File: config.mk
export PLATFORM = sky130hd
export DESIGN_NAME = cpi_init_pulse_gen
export DESIGN_NICKNAME = d
export VERILOG_FILES = /design/src/rtl/cpi_pkg.sv /design/src/rtl/cpi_sync.sv /design/src/rtl/cpi_kbc_src.sv /design/src/rtl/cpi_port_src.sv /design/src/rtl/cpi_pulse_timer.sv /design/src/rtl/cpi_init_pulse_gen.sv
export SDC_FILE = /design/constraint.sdc
export NUM_CORES = 1
export LEC_CHECK = 0
export BUFFER_PORTS_ARGS = -buffer_cell sky130_fd_sc_hd__buf_2
export CORE_ASPECT_RATIO = 1.4
export CORE_MARGIN = 2
export CORE_UTILIZATION = 40
export CTS_BUF_LIST = sky130_fd_sc_hd__clkbuf_2 sky130_fd_sc_hd__clkbuf_4 sky130_fd_sc_hd__clkbuf_8
export CTS_CLUSTER_SIZE = 24
export DETAILED_ROUTE_END_ITERATION = 8
export PLACE_DENSITY = 0.66
export SKIP_LAST_GASP = 1
export SLEW_MARGIN = 20
export SYNTH_ARGS = -nofsm -noshare
export SYNTH_HDL_FRONTEND = slang
export SYNTH_SLANG_ARGS = --single-unit
File: constraint.sdc
create_clock -name clk -period 5.1 [get_ports clk]
set_clock_uncertainty 0.1 [all_clocks]
set_input_delay 0.51 -clock clk [delete_from_list [all_inputs] [get_ports clk]]
set_output_delay 0.51 -clock clk [all_outputs]
set_load 0.005 [all_outputs]
File: src/rtl/cpi_pkg.sv
package cpi_pkg;

   // Pulse sequencer states
   typedef enum logic [1:0] {
      ST_IDLE = 2'd0,
      ST_WAIT = 2'd1,   // accepted, held off by clock stop
      ST_LOW  = 2'd2    // outputs driven low, counting
   } pulse_st_e;

   // Number of identical init outputs carried by the block
   localparam int unsigned NUM_INIT_OUTS = 2;

endpackage

File: src/rtl/cpi_sync.sv
module cpi_sync #(
   parameter int unsigned STAGES  = 2,
   parameter logic        RST_VAL = 1'b1
) (
   input  logic clk,
   input  logic rst_n,
   input  logic d,
   output logic q
);

   logic [STAGES-1:0] chain_q;

   generate
      if (STAGES < 2) begin : g_bad_stages
         $error("cpi_sync: STAGES must be at least 2");
      end
      for (genvar s = 0; s < STAGES; s++) begin : g_stage
         always_ff @(posedge clk or negedge rst_n) begin
            if (!rst_n) begin
               chain_q[s] <= RST_VAL;
            end else begin
               chain_q[s] <= (s == 0) ? d : chain_q[(s == 0) ? 0 : s-1];
            end
         end
      end
   endgenerate

   assign q = chain_q[STAGES-1];

endmodule

File: src/rtl/cpi_kbc_src.sv
// External reset line source: synchronize, detect falling edge, one-shot arm
module cpi_kbc_src #(
   parameter int unsigned SYNC_STAGES = 2
) (
   input  logic clk,
   input  logic rst_n,
   input  logic line_n,
   output logic fire
);

   logic line_s;
   logic line_prev_q;
   logic armed_q;
   logic fall;
   logic rise;

   cpi_sync #(
      .STAGES  (SYNC_STAGES),
      .RST_VAL (1'b1)
   ) sync_i (
      .clk   (clk),
      .rst_n (rst_n),
      .d     (line_n),
      .q     (line_s)
   );

   assign fall = line_prev_q & ~line_s;
   assign rise = ~line_prev_q & line_s;
   assign fire = fall & armed_q;

   always_ff @(posedge clk or negedge rst_n) begin
      if (!rst_n) begin
         line_prev_q <= 1'b1;
         armed_q     <= 1'b1;
      end else begin
         line_prev_q <= line_s;
         if (fire) begin
            armed_q <= 1'b0;
         end else if (rise) begin
            armed_q <= 1'b1;
         end
      end
   end

endmodule

File: src/rtl/cpi_port_src.sv
// Legacy I/O port sources with stored bits and 0-to-1 qualification
module cpi_port_src #(
   parameter int unsigned                ADDR_W         = 16,
   parameter int unsigned                DATA_W         = 8,
   parameter logic [ADDR_W-1:0]          FAST_PORT_ADDR = ADDR_W'('h0092),
   parameter logic [ADDR_W-1:0]          RST_PORT_ADDR  = ADDR_W'('h0CF9),
   parameter int unsigned                FAST_INIT_BIT  = 0,
   parameter int unsigned                RST_SYS_BIT    = 1,
   parameter int unsigned                RST_CPU_BIT    = 2
) (
   input  logic              clk,
   input  logic              rst_n,
   input  logic              wr,
   input  logic [ADDR_W-1:0] addr,
   input  logic [DATA_W-1:0] wdata,
   output logic              fire_fast,
   output logic              fire_rst
);

   logic hit_fast;
   logic hit_rst;
   logic fast_bit_q;
   logic sys_bit_q;
   logic cpu_bit_q;

   generate
      if (FAST_INIT_BIT >= DATA_W || RST_SYS_BIT >= DATA_W || RST_CPU_BIT >= DATA_W) begin : g_bad_bits
         $error("cpi_port_src: control bit position outside DATA_W");
      end
      if (FAST_PORT_ADDR == RST_PORT_ADDR) begin : g_bad_addr
         $error("cpi_port_src: port addresses must differ");
      end
   endgenerate

   assign hit_fast = wr && (addr == FAST_PORT_ADDR);
   assign hit_rst  = wr && (addr == RST_PORT_ADDR);

   // compare with the stored bit before it is overwritten
   assign fire_fast = hit_fast && !fast_bit_q && wdata[FAST_INIT_BIT];
   // stored system-reset bit must be 0, cpu bit must rise
   assign fire_rst  = hit_rst && !sys_bit_q && !cpu_bit_q && wdata[RST_CPU_BIT];

   always_ff @(posedge clk or negedge rst_n) begin
      if (!rst_n) begin
         fast_bit_q <= 1'b0;
         sys_bit_q  <= 1'b0;
         cpu_bit_q  <= 1'b0;
      end else begin
         if (hit_fast) begin
            fast_bit_q <= wdata[FAST_INIT_BIT];
         end
         if (hit_rst) begin
            sys_bit_q <= wdata[RST_SYS_BIT];
            cpu_bit_q <= wdata[RST_CPU_BIT];
         end
      end
   end

endmodule

File: src/rtl/cpi_pulse_timer.sv
// Fixed-length low pulse with clock-stop freeze and deferral
module cpi_pulse_timer
   import cpi_pkg::*;
#(
   parameter int unsigned PULSE_LEN    = 16,
   parameter int unsigned NUM_OUTS     = 2,
   parameter bit          REPLICATE_FF = 1'b1
) (
   input  logic                clk,
   input  logic                rst_n,
   input  logic                req,
   input  logic                hold,
   output logic [NUM_OUTS-1:0] pulse_n
);

   localparam int unsigned     CNT_W    = (PULSE_LEN > 1) ? $clog2(PULSE_LEN) : 1;
   localparam logic [CNT_W-1:0] CNT_LAST = CNT_W'(PULSE_LEN - 1);

   pulse_st_e        state_q, state_nxt;
   logic [CNT_W-1:0] cnt_q, cnt_nxt;
   logic             low_nxt;

   generate
      if (PULSE_LEN < 2) begin : g_bad_len
         $error("cpi_pulse_timer: PULSE_LEN must be at least 2");
      end
      if (NUM_OUTS < 1) begin : g_bad_outs
         $error("cpi_pulse_timer: NUM_OUTS must be at least 1");
      end
   endgenerate

   always_comb begin
      state_nxt = state_q;
      cnt_nxt   = cnt_q;
      unique case (state_q)
         ST_IDLE: begin
            if (req) begin
               if (hold) begin
                  state_nxt = ST_WAIT;
               end else begin
                  state_nxt = ST_LOW;
                  cnt_nxt   = '0;
               end
            end
         end
         ST_WAIT: begin
            if (!hold) begin
               state_nxt = ST_LOW;
               cnt_nxt   = '0;
            end
         end
         ST_LOW: begin
            if (!hold) begin
               if (cnt_q == CNT_LAST) begin
                  state_nxt = ST_IDLE;
               end else begin
                  cnt_nxt = cnt_q + 1'b1;
               end
            end
         end
         default: begin
            state_nxt = ST_IDLE;
         end
      endcase
   end

   assign low_nxt = (state_nxt == ST_LOW);

   always_ff @(posedge clk or negedge rst_n) begin
      if (!rst_n) begin
         state_q <= ST_IDLE;
         cnt_q   <= '0;
      end else begin
         state_q <= state_nxt;
         cnt_q   <= cnt_nxt;
      end
   end

   // Output stage: one flop per output, or one shared flop fanned out
   generate
      if (REPLICATE_FF) begin : g_rep
         for (genvar o = 0; o < NUM_OUTS; o++) begin : g_out
            always_ff @(posedge clk or negedge rst_n) begin
               if (!rst_n) begin
                  pulse_n[o] <= 1'b1;
               end else begin
                  pulse_n[o] <= ~low_nxt;
               end
            end
         end
      end else begin : g_shared
         logic shared_n_q;
         always_ff @(posedge clk or negedge rst_n) begin
            if (!rst_n) begin
               shared_n_q <= 1'b1;
            end else begin
               shared_n_q <= ~low_nxt;
            end
         end
         assign pulse_n = {NUM_OUTS{shared_n_q}};
      end
   endgenerate

endmodule

File: src/rtl/cpi_init_pulse_gen.sv
module cpi_init_pulse_gen
   import cpi_pkg::*;
#(
   parameter int unsigned       ADDR_W         = 16,
   parameter int unsigned       DATA_W         = 8,
   parameter int unsigned       PULSE_LEN      = 16,
   parameter int unsigned       SYNC_STAGES    = 2,
   parameter logic [ADDR_W-1:0] FAST_PORT_ADDR = ADDR_W'('h0092),
   parameter logic [ADDR_W-1:0] RST_PORT_ADDR  = ADDR_W'('h0CF9),
   parameter int unsigned       FAST_INIT_BIT  = 0,
   parameter int unsigned       RST_SYS_BIT    = 1,
   parameter int unsigned       RST_CPU_BIT    = 2,
   parameter bit                REPLICATE_FF   = 1'b1
) (
   input  logic              clk,
   input  logic              rst_n,
   input  logic              io_wr,
   input  logic [ADDR_W-1:0] io_addr,
   input  logic [DATA_W-1:0] io_wdata,
   input  logic              kbc_rst_n,
   input  logic              shutdown_evt,
   input  logic              shutdown_sel_init,
   input  logic              clk_stop_req,
   output logic              init_n,
   output logic              init_alt_n
);

   logic                     fire_fast;
   logic                     fire_rst;
   logic                     fire_kbc;
   logic                     fire_shut;
   logic                     any_req;
   logic [NUM_INIT_OUTS-1:0] pulse_n;

   generate
      if (NUM_INIT_OUTS != 2) begin : g_bad_outs
         $error("cpi_init_pulse_gen: expects exactly two init outputs");
      end
   endgenerate

   cpi_port_src #(
      .ADDR_W         (ADDR_W),
      .DATA_W         (DATA_W),
      .FAST_PORT_ADDR (FAST_PORT_ADDR),
      .RST_PORT_ADDR  (RST_PORT_ADDR),
      .FAST_INIT_BIT  (FAST_INIT_BIT),
      .RST_SYS_BIT    (RST_SYS_BIT),
      .RST_CPU_BIT    (RST_CPU_BIT)
   ) port_i (
      .clk       (clk),
      .rst_n     (rst_n),
      .wr        (io_wr),
      .addr      (io_addr),
      .wdata     (io_wdata),
      .fire_fast (fire_fast),
      .fire_rst  (fire_rst)
   );

   cpi_kbc_src #(
      .SYNC_STAGES (SYNC_STAGES)
   ) kbc_i (
      .clk    (clk),
      .rst_n  (rst_n),
      .line_n (kbc_rst_n),
      .fire   (fire_kbc)
   );

   // shutdown acts only under the init policy
   assign fire_shut = shutdown_evt & shutdown_sel_init;
   assign any_req   = fire_fast | fire_rst | fire_kbc | fire_shut;

   cpi_pulse_timer #(
      .PULSE_LEN    (PULSE_LEN),
      .NUM_OUTS     (NUM_INIT_OUTS),
      .REPLICATE_FF (REPLICATE_FF)
   ) timer_i (
      .clk     (clk),
      .rst_n   (rst_n),
      .req     (any_req),
      .hold    (clk_stop_req),
      .pulse_n (pulse_n)
   );

   assign init_n     = pulse_n[0];
   assign init_alt_n = pulse_n[1];

endmodule

==> out/summary.md <==
The flow ran to the end, but the final reports show violations. The checks that failed: negative hold slack. After detailed routing, the average wire length per cell comes to 13.9 um.

By area the synthesized netlist is led by dfrtp_1 (24%), dfstp_2 (14%), ha_1 (6.6%), nand2_1 (3.6%), o21ai_0 (3.2%). The post-synthesis sequential area ratio is 0.377. Summed over all nets, the switching power comes to 158 uW.

The logs give 1130 um2 for the final standard cell area without fillers and 2780 um2 for the total die area. The run gives 0.29 ns as the clock network latency to the later pin of the worst-skew pair. The tools report the maximum count of clock buffers along a single path as 2. The tools report the final worst setup slack as 2.51 ns.

The kind of start point of the critical path is an input port. The number of antenna violations at the first check in global routing came out at 0. The worst setup path is captured at a register. The leakage power figure is 0.508 nW. The fraction of final layout cells sized beyond drive strength 1 is 0.390. The number of DRC violations after detailed routing was 0. Setup violations remaining at the end of the flow were counted as 0.

Summing internal, switching and leakage power gives 413 uW. The fraction of power spent switching nets was 0.383. The tools report the internal power contribution as 255 uW. The share of the synthesized area in the top cell type came out at 0.238.

The first TritonRoute pass finished after 4 iterations. After clock tree synthesis, the flow added hold-fix buffers numbering 0. In the final design database the tool counted 160 nets. The logs give 40 for the distinct cell type count of the synthesized netlist and 946 um2 for the post-synthesis instance area.

Area growth from synthesis to layout: 19.7%. TritonCTS built the clock tree. The maximum operating frequency was 386 MHz; the die span in y was 61.5 um.

The total of max-cap violations was 0; the ratio of routed vias to standard cells was 5.84. The power share of the clock group is 0.201, and the number of diodes is 0. The endpoint identified for the worst register-to-register timing path is timer_i.pulse_n[1]$_DFF_PN1_. The critical path is of the input port to register type.

In this run, the number of DRC markers left after iteration 0 of detailed routing was 18. After detailed placement, the total cell area comes to 1100 um2. For this run, the number of Yosys warnings is 0. The worst register-to-register path has a depth of 7. At the pin with the least slew margin, the transition time is 0.769 ns. The depth of the CTS H-tree is 1. The post-layout instance count excluding filler cells came out at 145.

The sequential fraction of design power is 0.382, and the share of flip-flops with an asynchronous set or reset is 1.00. The total CTS buffers came out at 3. The tools report the number of nets produced by synthesis as 130. The clock-pin slew reported for the worst setup and hold paths after clock tree synthesis is 0.09 ns. Starting density of the core: 0.430.

The mean instance size in the synthesized netlist is 10.1 um2. The total number of placement rows is 20, and the peak ir drop on the vdd network is 174 uV. The HPWL reported at the end of detailed placement is 1630 um. Routability-driven placement finished with a final weighted congestion of 0.736.

The run gives 14 as the number of sinks on the clock net. The final route contains 847 vias. The run gives 0 ns as the final total negative setup slack. The biggest area contributor in the post-synthesis netlist is dfrtp_1.

For the worst setup path, the data required time is 5.18 ns. Setup slack on the worst reg-to-reg path comes out at 3.06 ns. The count of state elements after synthesis is 14.

In this run the worst hold path is classified as input port to async pin. Subtracting the final worst setup slack from the clock period gives 2.59 ns. In this run the standard cell core region covers 2200 um2. The final layout contains routed wiring with a total length of 2020 um.

Prior to clock tree synthesis, the placed netlist has a worst setup slack of 2.19 ns. Power spread over the standard cell area amounts to 365 nW/um2. Including well taps, the total number of placed cells is 141. Setup repair after global routing left no endpoint under its margin. The logs give 94 for the synthesized netlist cell count and 831 for the number of global-route vias before repair. Number of buffers added for setup after CTS: 0. The final worst-path cycle share is 0.507. 33 I/O pins were placed. Of all nets on the critical path, the largest fanout is 6.

Fill cells in the final layout number 211. Entering global routing, the biggest net connects 15 pins. The global-route wire length before repair is 3350 um. After synthesis, the most frequently instantiated cells are dfrtp_1 (9), nand2_1 (9), inv_1 (8). The tools report the final hold violation count as 3.

The arrival time of the worst setup path was 2.67 ns; the number of synthesized flops with an enable pin was 0. For the max-slew headroom at the worst pin, the log shows 0.483. Final cell utilization of the core: 0.514.

For the overall overflow remaining after global route, the log shows 0. Once detail routing completed, the nets flagged for antenna violations numbered 0. The most used flip-flop cell after synthesis is dfrtp_1.

Combinational share of power: 0.417. Number of pins exceeding their max-slew limit in the final report: 0. CTS placed an instance of clkbuf_4 at the clock tree root.

Once the clock tree was built, the resizer swapped 0 gates to a different size. The smallest hold slack is -0.00143 ns. Overall fraction of global-route tracks in use: 0.166. In this run the tool buffered the top-level ports with 27 buffer cells. The startpoint of the worst-slack reg-to-reg timing path is timer_i.state_q[0]$_DFF_PN0_. The die boundary width is 45.1 um.
-- power groups by stage --
stage | registers (mW) | clock network (mW) | logic [mW]
2_1_floorplan | 0.155 | 0 | 0.132
6_report | 0.158 | 0.0832 | 0.172
4_1_cts | 0.158 | 0.0862 | 0.174
3_5_place_dp | 0.160 | 0 | 0.173
5_1_grt | 0.161 | 0.0888 | 0.196
3_3_place_gp | 0.159 | 0 | 0.164
-- area by class of cell --
class,instances,area (um2),area share
clock buffers,4,36.3,0.0320
well taps,22,27.5,0.0243
repair buffers,27,135,0.119
flip-flops and latches,14,357,0.315
inverters,8,30.0,0.0265
multi-input cells,70,547,0.483
-- routing by layer --
metal | GRT usage | wire length, um | vias to the layer above
met1 | 0.171 | 797 | 402
li1 | - | - | 418
met3 | 0.0176 | 106 | 4
met4 | 0.0756 | 29 | 0
met5 | 0 | 0 | -
met2 | 0.324 | 1090 | 23
-- critical path: stages --
cell	delay, ns
buf_2	0.10
or4_4	0.52
or4_1	0.62
o41ai_2	0.47
o32ai_1	0.20
or2_1	0.25
-- cells in the final DEF, fill, tap and decap left out, types with 2 or more instances in the layout --
cell type / Yosys / layout
inv_1: 8 / 8
o32ai_1: 2 / 2
nor4_1: 2 / 2
a21oi_1: 5 / 5
o31ai_1: 2 / 2
mux2_2: 2 / 2
nand2_1: 9 / 9
nor2_1: 2 / 2
nor3b_1: 3 / 3
ha_1: 5 / 5
nand3_1: 4 / 4
dfrtp_1: 9 / 9
dfstp_2: 5 / 5
o21ai_0: 6 / 6
o211ai_1: 3 / 3
a2bb2oi_2: 2 / 2
clkbuf_4: 0 / 3
nand4_1: 2 / 2
buf_2: 1 / 27
-- state kept, by name, indices dropped and copies added, names as in the netlist --
register / flops
timer_i.state_q: 2
port_i.fast_bit_q: 1
kbc_i.line_prev_q: 1
kbc_i.sync_i.q: 1
kbc_i.armed_q: 1
port_i.sys_bit_q: 1
timer_i.cnt_q: 4
kbc_i.sync_i.chain_q: 1
timer_i.pulse_n: 1
port_i.cpu_bit_q: 1
-- worst max-delay path by stage --
stage | startpoint | endpoint | cells past startpoint
after CTS | io_addr[9] | timer_i.state_q[1]$_DFF_PN0_ | 6
after floorplan | io_addr[9] | timer_i.state_q[0]$_DFF_PN0_ | 6
after detailed placement | io_addr[9] | timer_i.state_q[1]$_DFF_PN0_ | 6
after global placement | io_addr[9] | timer_i.state_q[1]$_DFF_PN0_ | 6
after global routing | io_addr[9] | timer_i.state_q[1]$_DFF_PN0_ | 6
final | io_addr[9] | timer_i.state_q[1]$_DFF_PN0_ | 6
-- logic make-up (layout without fill, tap and decap cells) --
group,after synthesis,count (layout),synth area share
compound gates,29,29,0.274
fa+ha+maj,6,6,0.0767
buf+inv,10,39,0.0450
flops,14,14,0.377
mux,2,2,0.0238
simple gates,33,33,0.204
Note: power is estimated with default switching activity, not from simulation.
